**src/rtl/irq_cas_pkg.sv**
```systemverilog
package irq_cas_pkg;
  localparam int unsigned NLINE     = 8;
  localparam int unsigned LVL_W     = $clog2(NLINE);
  localparam int unsigned VEC_W     = 8;
  localparam int unsigned BASE_W    = VEC_W - LVL_W;
  localparam int unsigned CASC_LINE = 2;
  typedef logic [LVL_W-1:0] lvl_t;
  localparam lvl_t SPUR_LVL = lvl_t'(NLINE - 1);
  localparam lvl_t CASC_LVL = lvl_t'(CASC_LINE);
endpackage

```
**src/rtl/irq_prio_pick.sv**
```systemverilog
module irq_prio_pick
  import irq_cas_pkg::*;
(
  input  logic [NLINE-1:0] vec_i,
  input  lvl_t             rot_i,
  output logic             hit_o,
  output lvl_t             rel_o
);
  // rel_o: distance from rotation base to the first set bit
  always_comb begin
    hit_o = |vec_i;
    rel_o = '0;
    for (int i = NLINE - 1; i >= 0; i--) begin
      if (vec_i[lvl_t'(rot_i + lvl_t'(i))]) rel_o = lvl_t'(i);
    end
  end
endmodule

```
**src/rtl/irq_ctrl_resolve.sv**
```systemverilog
module irq_ctrl_resolve
  import irq_cas_pkg::*;
(
  input  logic [NLINE-1:0] req_i,
  input  logic [NLINE-1:0] mask_i,
  input  logic [NLINE-1:0] insvc_i,
  input  lvl_t             rot_i,
  input  logic             excl_casc_i,
  output logic             pend_o,
  output lvl_t             lvl_o
);
  localparam logic [NLINE-1:0] CASC_BIT = NLINE'(1) << CASC_LINE;

  logic [NLINE-1:0] live, busy;
  logic             live_hit, busy_hit;
  lvl_t             live_rel, busy_rel;

  assign live = req_i & ~mask_i;
  assign busy = insvc_i & ~(excl_casc_i ? CASC_BIT : '0);

  irq_prio_pick u_live (.vec_i(live), .rot_i(rot_i), .hit_o(live_hit), .rel_o(live_rel));
  irq_prio_pick u_busy (.vec_i(busy), .rot_i(rot_i), .hit_o(busy_hit), .rel_o(busy_rel));

  assign pend_o = live_hit && (!busy_hit || (live_rel < busy_rel));
  assign lvl_o  = lvl_t'(rot_i + live_rel);
endmodule

```
**src/rtl/irq_cascade_ack.sv**
```systemverilog
module irq_cascade_ack
  import irq_cas_pkg::*;
(
  input  logic              clk_i,
  input  logic              rst_ni,
  input  logic [NLINE-1:0]  pri_req_i,
  input  logic [NLINE-1:0]  pri_mask_i,
  input  logic [NLINE-1:0]  pri_insvc_i,
  input  logic [LVL_W-1:0]  pri_rot_i,
  input  logic              pri_sfnm_i,
  input  logic [NLINE-1:0]  sec_req_i,
  input  logic [NLINE-1:0]  sec_mask_i,
  input  logic [NLINE-1:0]  sec_insvc_i,
  input  logic [LVL_W-1:0]  sec_rot_i,
  input  logic [BASE_W-1:0] pri_base_i,
  input  logic [BASE_W-1:0] sec_base_i,
  input  logic              inta_i,
  input  logic              pri_mask_we_i,
  input  logic              sec_mask_we_i,
  input  logic [NLINE-1:0]  mask_wdata_i,
  input  logic              sec_poll_i,
  input  logic              pri_init_i,
  input  logic              sec_init_i,
  output logic              intr_o,
  output logic [VEC_W-1:0]  vec_o,
  output logic              vec_vld_o,
  output logic              pri_ack_o,
  output logic [LVL_W-1:0]  pri_ack_lvl_o,
  output logic              sec_ack_o,
  output logic [LVL_W-1:0]  sec_ack_lvl_o,
  output logic              casc_set_o,
  output logic              pri_clr_irr2_o,
  output logic              pri_clr_isr2_o
);
  localparam int unsigned NCTRL = 2;

  logic [NCTRL-1:0][NLINE-1:0] req_a, mask_a, insvc_a;
  lvl_t [NCTRL-1:0]            rot_a, lvl_a;
  logic [NCTRL-1:0]            pend_a, excl_a;

  assign req_a   = {sec_req_i,   pri_req_i};
  assign mask_a  = {sec_mask_i,  pri_mask_i};
  assign insvc_a = {sec_insvc_i, pri_insvc_i};
  assign rot_a   = {sec_rot_i,   pri_rot_i};
  assign excl_a  = {1'b0,        pri_sfnm_i};

  for (genvar g = 0; g < NCTRL; g++) begin : g_ctrl
    irq_ctrl_resolve u_res (
      .req_i      (req_a[g]),
      .mask_i     (mask_a[g]),
      .insvc_i    (insvc_a[g]),
      .rot_i      (rot_a[g]),
      .excl_casc_i(excl_a[g]),
      .pend_o     (pend_a[g]),
      .lvl_o      (lvl_a[g])
    );
  end

  logic pri_pend, sec_pend, via_casc, from_sec, stale;
  lvl_t pri_lvl, sec_lvl, pri_sel, sec_sel;
  logic hide_pri, hide_sec, intr_d;
  logic [VEC_W-1:0] vec_d;

  assign pri_pend = pend_a[0];
  assign sec_pend = pend_a[1];
  assign pri_lvl  = lvl_a[0];
  assign sec_lvl  = lvl_a[1];
  assign via_casc = pri_pend && (pri_lvl == CASC_LVL);
  assign from_sec = via_casc && sec_pend;
  assign stale    = via_casc && !sec_pend;
  assign pri_sel  = pri_pend ? pri_lvl : SPUR_LVL;
  assign sec_sel  = sec_pend ? sec_lvl : SPUR_LVL;

  // mask write covering the level currently in flight
  assign hide_pri = pri_mask_we_i && pri_pend && !via_casc && mask_wdata_i[pri_lvl];
  assign hide_sec = sec_mask_we_i && from_sec && mask_wdata_i[sec_lvl];

  assign intr_d = pri_pend && !stale && !hide_pri && !hide_sec && !pri_init_i && !sec_init_i;
  assign vec_d  = via_casc ? {sec_base_i, sec_sel} : {pri_base_i, pri_sel};

  always_ff @(posedge clk_i or negedge rst_ni) begin
    if (!rst_ni) begin
      intr_o         <= 1'b0;
      vec_o          <= '0;
      vec_vld_o      <= 1'b0;
      pri_ack_o      <= 1'b0;
      pri_ack_lvl_o  <= '0;
      sec_ack_o      <= 1'b0;
      sec_ack_lvl_o  <= '0;
      casc_set_o     <= 1'b0;
      pri_clr_irr2_o <= 1'b0;
      pri_clr_isr2_o <= 1'b0;
    end else begin
      intr_o         <= intr_d;
      vec_vld_o      <= inta_i;
      vec_o          <= inta_i ? vec_d : '0;
      pri_ack_o      <= inta_i && pri_pend;
      pri_ack_lvl_o  <= inta_i ? pri_sel : '0;
      sec_ack_o      <= inta_i && from_sec;
      sec_ack_lvl_o  <= (inta_i && from_sec) ? sec_lvl : '0;
      casc_set_o     <= sec_pend;
      pri_clr_irr2_o <= stale || hide_sec || (sec_poll_i && sec_pend);
      pri_clr_isr2_o <= sec_poll_i && sec_pend;
    end
  end
endmodule

```
**config.mk**
```make
export PLATFORM = sky130hd
export DESIGN_NAME = irq_cascade_ack
export DESIGN_NICKNAME = d
export VERILOG_FILES = /design/src/rtl/irq_cas_pkg.sv /design/src/rtl/irq_prio_pick.sv /design/src/rtl/irq_ctrl_resolve.sv /design/src/rtl/irq_cascade_ack.sv
export SDC_FILE = /design/constraint.sdc
export NUM_CORES = 1
export LEC_CHECK = 0
export ABC_AREA = 1
export ABC_CLOCK_PERIOD_IN_PS = 800
export CAP_MARGIN = 20
export CORE_AREA = 2 2 85 103
export CTS_CLUSTER_SIZE = 28
export DETAILED_ROUTE_END_ITERATION = 10
export DIE_AREA = 0 0 87 105
export PLACE_DENSITY = 0.75
export SLEW_MARGIN = 15
export SYNTH_ARGS = -nofsm -noshare
export SYNTH_HDL_FRONTEND = slang
export SYNTH_SLANG_ARGS = --single-unit
```
**constraint.sdc**
```tcl
create_clock -name clk_i -period 0.8 [get_ports clk_i]
set_input_delay 0.2 -clock clk_i [delete_from_list [all_inputs] [get_ports clk_i]]
set_output_delay 0.2 -clock clk_i [all_outputs]
set_load 0.02 [all_outputs]
```
==> results of run 1 <==
## power by group through the flow
stage	combinational (mW)	clock, mW	sequential, mW
after global routing	7.00	0.759	1.37
after floorplan	2.58	0	1.57
after detailed placement	4.91	0	1.32
after global placement	4.79	0	1.32
after CTS	5.61	0.690	1.34
final	6.53	0.730	1.35
## state kept, by name, indices dropped and copies added, names as in the netlist
| signal | flops |
|---|---|
| vec_o | 8 |
| pri_ack_lvl_o | 3 |
| pri_ack_o | 1 |
| pri_clr_irr2_o | 1 |
| vec_vld_o | 1 |
| sec_ack_lvl_o | 3 |
| casc_set_o | 1 |
| sec_ack_o | 1 |
| intr_o | 1 |
| pri_clr_isr2_o | 1 |
## layer usage
metal / track usage (%) / vias to the layer above / share of wire (%)
li1: - / 2196 / -
met1: 26.2 / 2157 / 35
met3: 3.24 / 60 / 6.2
met2: 50.3 / 236 / 55
met5: 0 / - / 0
met4: 10.3 / 0 / 3.8
## cell usage after synthesis (2+ instances only)
cell type	count
a21oi_1	19
a221oi_1	2
a31oi_1	5
a31oi_2	2
a32o_1	3
buf_2	2
buf_4	4
buf_6	6
clkinv_1	2
dfrtp_1	21
fa_1	2
ha_1	10
inv_1	71
inv_2	3
nand2_1	182
nand2_2	7
nand2_4	2
nand3_1	110
nand3_2	2
nand3b_1	3
nor2_1	25
nor2_2	3
nor4_1	4
o2111ai_1	2
o21a_1	2
o21ai_0	17
o21ai_1	2
o21ai_2	2
xnor2_2	4
## placed cells by master, fill, tap and decap left out, types with 12 or more instances in the layout
cell             count
buf_6               38
nand2_1            154
nand3_2             41
nand3_1             63
clkdlybuf4s50_1     38
dfrtp_1             21
inv_2               31
dlygate4sd2_1       22
buf_4               99
inv_1               39
nand2_2             33
nor2_1              16
a21oi_1             12
## kinds of logic (layout without fill, tap and decap cells)
family / count (synthesis) / after routing / synth area share (%)
compound gates: 62 / 62 / 12.4
xor+xnor: 8 / 8 / 3.99
fa+ha+maj: 12 / 12 / 5.21
flops: 21 / 21 / 16.6
buf+inv: 90 / 307 / 13.1
simple gates: 345 / 345 / 48.7
## stage by stage
| step | hold WS [ns] | power, mW | setup TNS (ns) | setup WS, ns | area (µm²) |
|---|---|---|---|---|---|
| global placement | 0.561 | 6.11 | -58.94 | -2.78 | 4980 |
| global route | 0.279 | 9.13 | -47.84 | -2.41 | 6060 |
| finish | 0.271 | 8.61 | -42.96 | -2.18 | 6060 |
| CTS | 0.286 | 7.64 | -39.61 | -1.98 | 5670 |
| detailed placement | 0.562 | 6.23 | -60.73 | -2.92 | 4980 |
| floorplan | -0.0956 | 4.15 | -39.94 | -2.22 | 3330 |
## layout make-up
| class | instances | area share [%] |
|---|---|---|
| multi-input combinational | 427 | 48.3 |
| sequential | 21 | 8.67 |
| timing repair buffer | 226 | 34.9 |
| inverter | 77 | 5.43 |
| tap | 95 | 1.96 |
| clock inverter | 1 | 0.0826 |
| clock buffer | 3 | 0.681 |
## worst max path at each step
stage | cells past startpoint | endpoint | slack (ns)
after floorplan | 29 | intr_o$_DFF_PN0_ | -2.22
after global placement | 27 | intr_o$_DFF_PN0_ | -2.78
after detailed placement | 27 | vec_o[4]$_DFF_PN0_ | -2.92
after CTS | 27 | sec_ack_lvl_o[2]$_DFF_PN0_ | -1.98
after global routing | 28 | intr_o$_DFF_PN0_ | -2.41
final | 27 | pri_clr_irr2_o$_DFF_PN0_ | -2.18
## timing repair
| item | in CTS | in global routing |
|---|---|---|
| pin swaps | 68 | 34 |
| cloned | 0 | 1 |
| setup endpoints to repair | 41 | 41 |
| buffers inserted | 24 | 18 |
| gates resized for setup | 334 | 77 |
==> flow_summary.yaml, run 1 <==
worst_setup_path:
  worst_path_largest_cell_delay_ns: 0.38
  required_ns: 1.01
  path_buf_inv: 7
  slowest_stage: "fa_2"
  start_kind: "input pin"
  path_max_fanout: 6
  path_class: "in -> reg"
  cpMostUsedCell: "nand2_1"
  crit_start: "sec_rot_i[0]"
  cp.arrival_ns: 3.19
  cp-end-kind: "register"
  crit_family: "simple AND/OR/NAND/NOR gates"
global_routing:
  antenna_found_initial: 0
  grt_pass1_vias: 4482
  grt-ovfl-total: 0
  grt_pass1_wl_mm: 19.3
  grt_use_total_pct: 25.6
  grt_max_degree: 22
power_and_ir_drop:
  power_density_nw_per_um2: 1420
  power_frac_comb_pct: 75.8
  switchingPower_mw: 3.87
  irDropWorstVdd_mv: 0.727
  pwr-share-clk_pct: 8.5
  p_seq_share_pct: 15.7
  switching_share_pct: 44.9
  p_leak_nw: 3.08
  p_int_mw: 4.75
synth:
  synth.largest_area_cell: "nand2_1"
  synthTopCellsByArea: "nand2_1, nand3_1, dfrtp_1"
  ys_seq_area_share_pct: 16.6
  synth_ff_type: "dfrtp_1"
  avgSynthCellArea_um2: 5.89
  async_reset_ff_share_pct: 100
  yosysTopAreaCellShare_pct: 21.5
  syn-num-nets: 631
  synth-seq-cells: 21
  syn_inst: 538
  ys_warn_count: 0
  synth_edf_count: 0
  synth_cell_types: 48
  syn-cell-area_um2: 3170
routing:
  drc_errors: 0
  viasPerCell: 5.47
  dr.pass1.iters: 5
  wl_mm: 13.4
  antenna_left: 0
  drtIter0Drc: 274
  wl_per_cell_um: 15.7
  vias: 4649
finish:
  final_util_pct: 75.2
  final_layout_size_suffix_gt1_share_pct: 46.5
  multi_input_area_um2: 2920
  area_delta_synth_final_pct: 91.1
  layout.cells.non_filler: 850
  n_antenna_cell: 0
  nFillCells: 557
  seq_area_um2: 526
  layout.nets: 849
timing:
  maxSlewHeadroom_pct: 76.1
  fmax_ghz: 0.336
  fin_crit_sh_pct: 372
  rsz0062_at_grt: "yes"
  finalHoldViolCount: 0
  worst_pin_slew_ns: 0.356
  period_needed_ns: 2.98
  slew_violations: 0
  finalSetupViolations: 41
  fin_ws_ns: -2.18
clock_network:
  clk_pin_slew_ns: 0.08
  cts_tree: "built"
  h-tree-depth: 1
  hold_buffers: 0
  cts_sinks: 21
  ctsRootBufferMaster: "clkbuf_8"
  clk_path_buf_depth: 2
  numCtsBuffers: 3
status:
  status: "finished, violations left"
  failed_checks: "setup timing"
hold_path:
  hp-class: "in -> async"
die:
  num_rows: 36
  die_y_um: 105
  dieArea_um2: 9140
  io_pins: 102
  die_w_um: 87
  start_util_pct: 39.3
  coreArea_um2: 8060
placed_design:
  place_hpwl_mm: 8.37
  placed_cells: 805
  gp_congestion: 0.921
  io_buffers: 101
run:
  cap_violations: 0
Power figures use the tool's default switching activity.
==> run 2, diff against run 1 <==
--- a/config.mk
+++ b/config.mk
@@ -9,10 +9,11 @@
 export ABC_CLOCK_PERIOD_IN_PS = 800
 export CAP_MARGIN = 20
 export CORE_AREA = 2 2 85 103
-export CTS_CLUSTER_SIZE = 28
 export DETAILED_ROUTE_END_ITERATION = 10
 export DIE_AREA = 0 0 87 105
-export PLACE_DENSITY = 0.75
+export DONT_BUFFER_PORTS = 1
+export PLACE_DENSITY = 0.58
+export SKIP_LAST_GASP = 1
 export SLEW_MARGIN = 15
 export SYNTH_ARGS = -nofsm -noshare
 export SYNTH_HDL_FRONTEND = slang
==> flow_summary.yaml, run 2 (synthesized netlist as in run 1, its figures left out) <==
status:
  status: "finished, violations left"
  failed_checks: "setup timing"
placed_design:
  gp_congestion: 0.878
  dp_worst_setup_slack_ns: -2.14
  io_buffers: 0
  place_hpwl_mm: 7.40
worst_setup_path:
  required_ns: 0.93
  path_class: "in -> reg"
  slowest_stage: "fa_2"
  cp-end-kind: "register"
  worst_path_largest_cell_delay_ns: 0.46
  cp.arrival_ns: 2.79
  crit_chain: "clkinv_8, ha_4, nand3_2, nand3_2, nand2_2, buf_4, buf_4, buf_4, inv_1, nand2_1, nand2_1, nand3_1, nand2_2, fa_2, inv_2, nand2_1, nor2_4, nand3_4, buf_12, nor3_4, nor2_1"
  start_kind: "input pin"
  crit_family: "simple AND/OR/NAND/NOR gates"
  path_max_fanout: 12
  path_buf_inv: 7
power_and_ir_drop:
  irDropWorstVdd_mv: 0.594
  p_leak_nw: 2.27
  power_density_nw_per_um2: 1530
routing:
  viasPerCell: 5.14
  drtIter0Drc: 122
  drc_errors: 0
  antenna_left: 0
  vias: 3632
  wl_per_cell_um: 12.6
  wl_mm: 8.92
  dr.pass1.iters: 4
timing:
  finalSetupViolations: 41
  period_needed_ns: 2.66
  finalHoldViolCount: 0
  timing.hold.ws_ns: 0.0412
  rsz0062_at_grt: "yes"
  slew_violations: 0
  fin_ws_ns: -1.86
  fin_crit_sh_pct: 332
  fmax_ghz: 0.376
  maxSlewHeadroom_pct: 44.5
  worst_pin_slew_ns: 0.832
die:
  dieArea_um2: 9140
  start_util_pct: 39.3
  die_y_um: 105
  io_pins: 102
  die_w_um: 87
  coreArea_um2: 8060
  num_rows: 36
finish:
  layout.nets: 705
  area_delta_synth_final_pct: 35.4
  multi_input_area_um2: 2590
  seq_area_um2: 546
  nFillCells: 789
  final_layout_size_suffix_gt1_share_pct: 32.9
  largest_register: "vec_o"
  layout_common_cells: "nand2_1, nand3_1, buf_4"
  final_common_cell: "nand2_1"
  n_antenna_cell: 0
  largest_reg_flops: 8
  reg.largest.list: "vec_o x8, pri_ack_lvl_o x3, sec_ack_lvl_o x3"
clock_network:
  numCtsBuffers: 3
  clk_path_buf_depth: 2
  clk_pin_slew_ns: 0.07
  cts_sinks: 21
  cts_tree: "built"
  h-tree-depth: 1
  ctsRootBufferMaster: "clkbuf_8"
global_routing:
  grt_pass1_wl_mm: 14.4
  met2_usage_pct: 34.8
  busiest_layer: "met2"
  grt_use_total_pct: 18.7
  grt_pass1_vias: 3335
  met3_usage_pct: 2.37
  grt_max_degree: 22
  use_met1_pct: 22.9
  antenna_found_initial: 0
  grt-ovfl-total: 0
run:
  cap_violations: 0
hold_path:
  hp-class: "in -> async"
## run 2: timing repair
| action | CTS | global route |
|---|---|---|
| endpoints found under the setup margin | 41 | 62 |
| setup buffers | 6 | 6 |
| resized for setup | 33 | 60 |
| hold buffers | 2 | 0 |
| pin swaps | 21 | 24 |
| hold endpoints to repair | 22 | 0 |
## run 2: per-layer routing
metal	part of all wire (%)	wire, µm
met2	52	4670
met1	42	3710
met3	5.5	494
met4	0.54	48
met5	0	0
## run 2: stage by stage
stage               power [mW]  area [µm²]  std cells  util (%)  setup TNS, ns
finish                    6.58        4290        706      53.3         -36.14
global route              7.20        4290        706      53.3         -40.60
CTS                       6.21        4040        702      50.1         -41.44
detailed placement        5.29        3820        690      47.4         -39.67
global placement          5.22        3820        690      47.4         -38.49
floorplan                 4.15        3330        538         -         -39.94
## run 2: report_power, final
group / internal (mW) / switching (mW)
sequential: 1.28 / 0.317
combinational: 2.05 / 2.30
clock: 0.353 / 0.281
## run 2: final timing paths
path,startpoint,end,slack [ns],cells after the start
worst max-delay path,pri_rot_i[1],intr_o$_DFF_PN0_,-1.86,21
worst min-delay path,rst_ni,vec_o[3]$_DFF_PN0_,0.04,1
max in group asynchronous,rst_ni,sec_ack_o$_DFF_PN0_,0.19,1
min in group clk_i,inta_i,pri_ack_lvl_o[2]$_DFF_PN0_,0.05,2
## run 2: cell type report
class                           count  area share [%]
Clock buffer                        4            1.05
Tap cell                           95            2.77
Timing Repair Buffer               82            15.4
Inverter                           77            7.72
Multi-Input combinational cell    427            60.3
Sequential cell                    21            12.7
==> run 3, diff against run 2 <==
--- a/config.mk
+++ b/config.mk
@@ -14,7 +14,7 @@
 export DONT_BUFFER_PORTS = 1
 export PLACE_DENSITY = 0.58
 export SKIP_LAST_GASP = 1
-export SLEW_MARGIN = 15
+export SLEW_MARGIN = 10
 export SYNTH_ARGS = -nofsm -noshare
 export SYNTH_HDL_FRONTEND = slang
 export SYNTH_SLANG_ARGS = --single-unit
==> results of run 3 <==
Same layout as run 2: the final DEF is identical, and so are final timing and power.
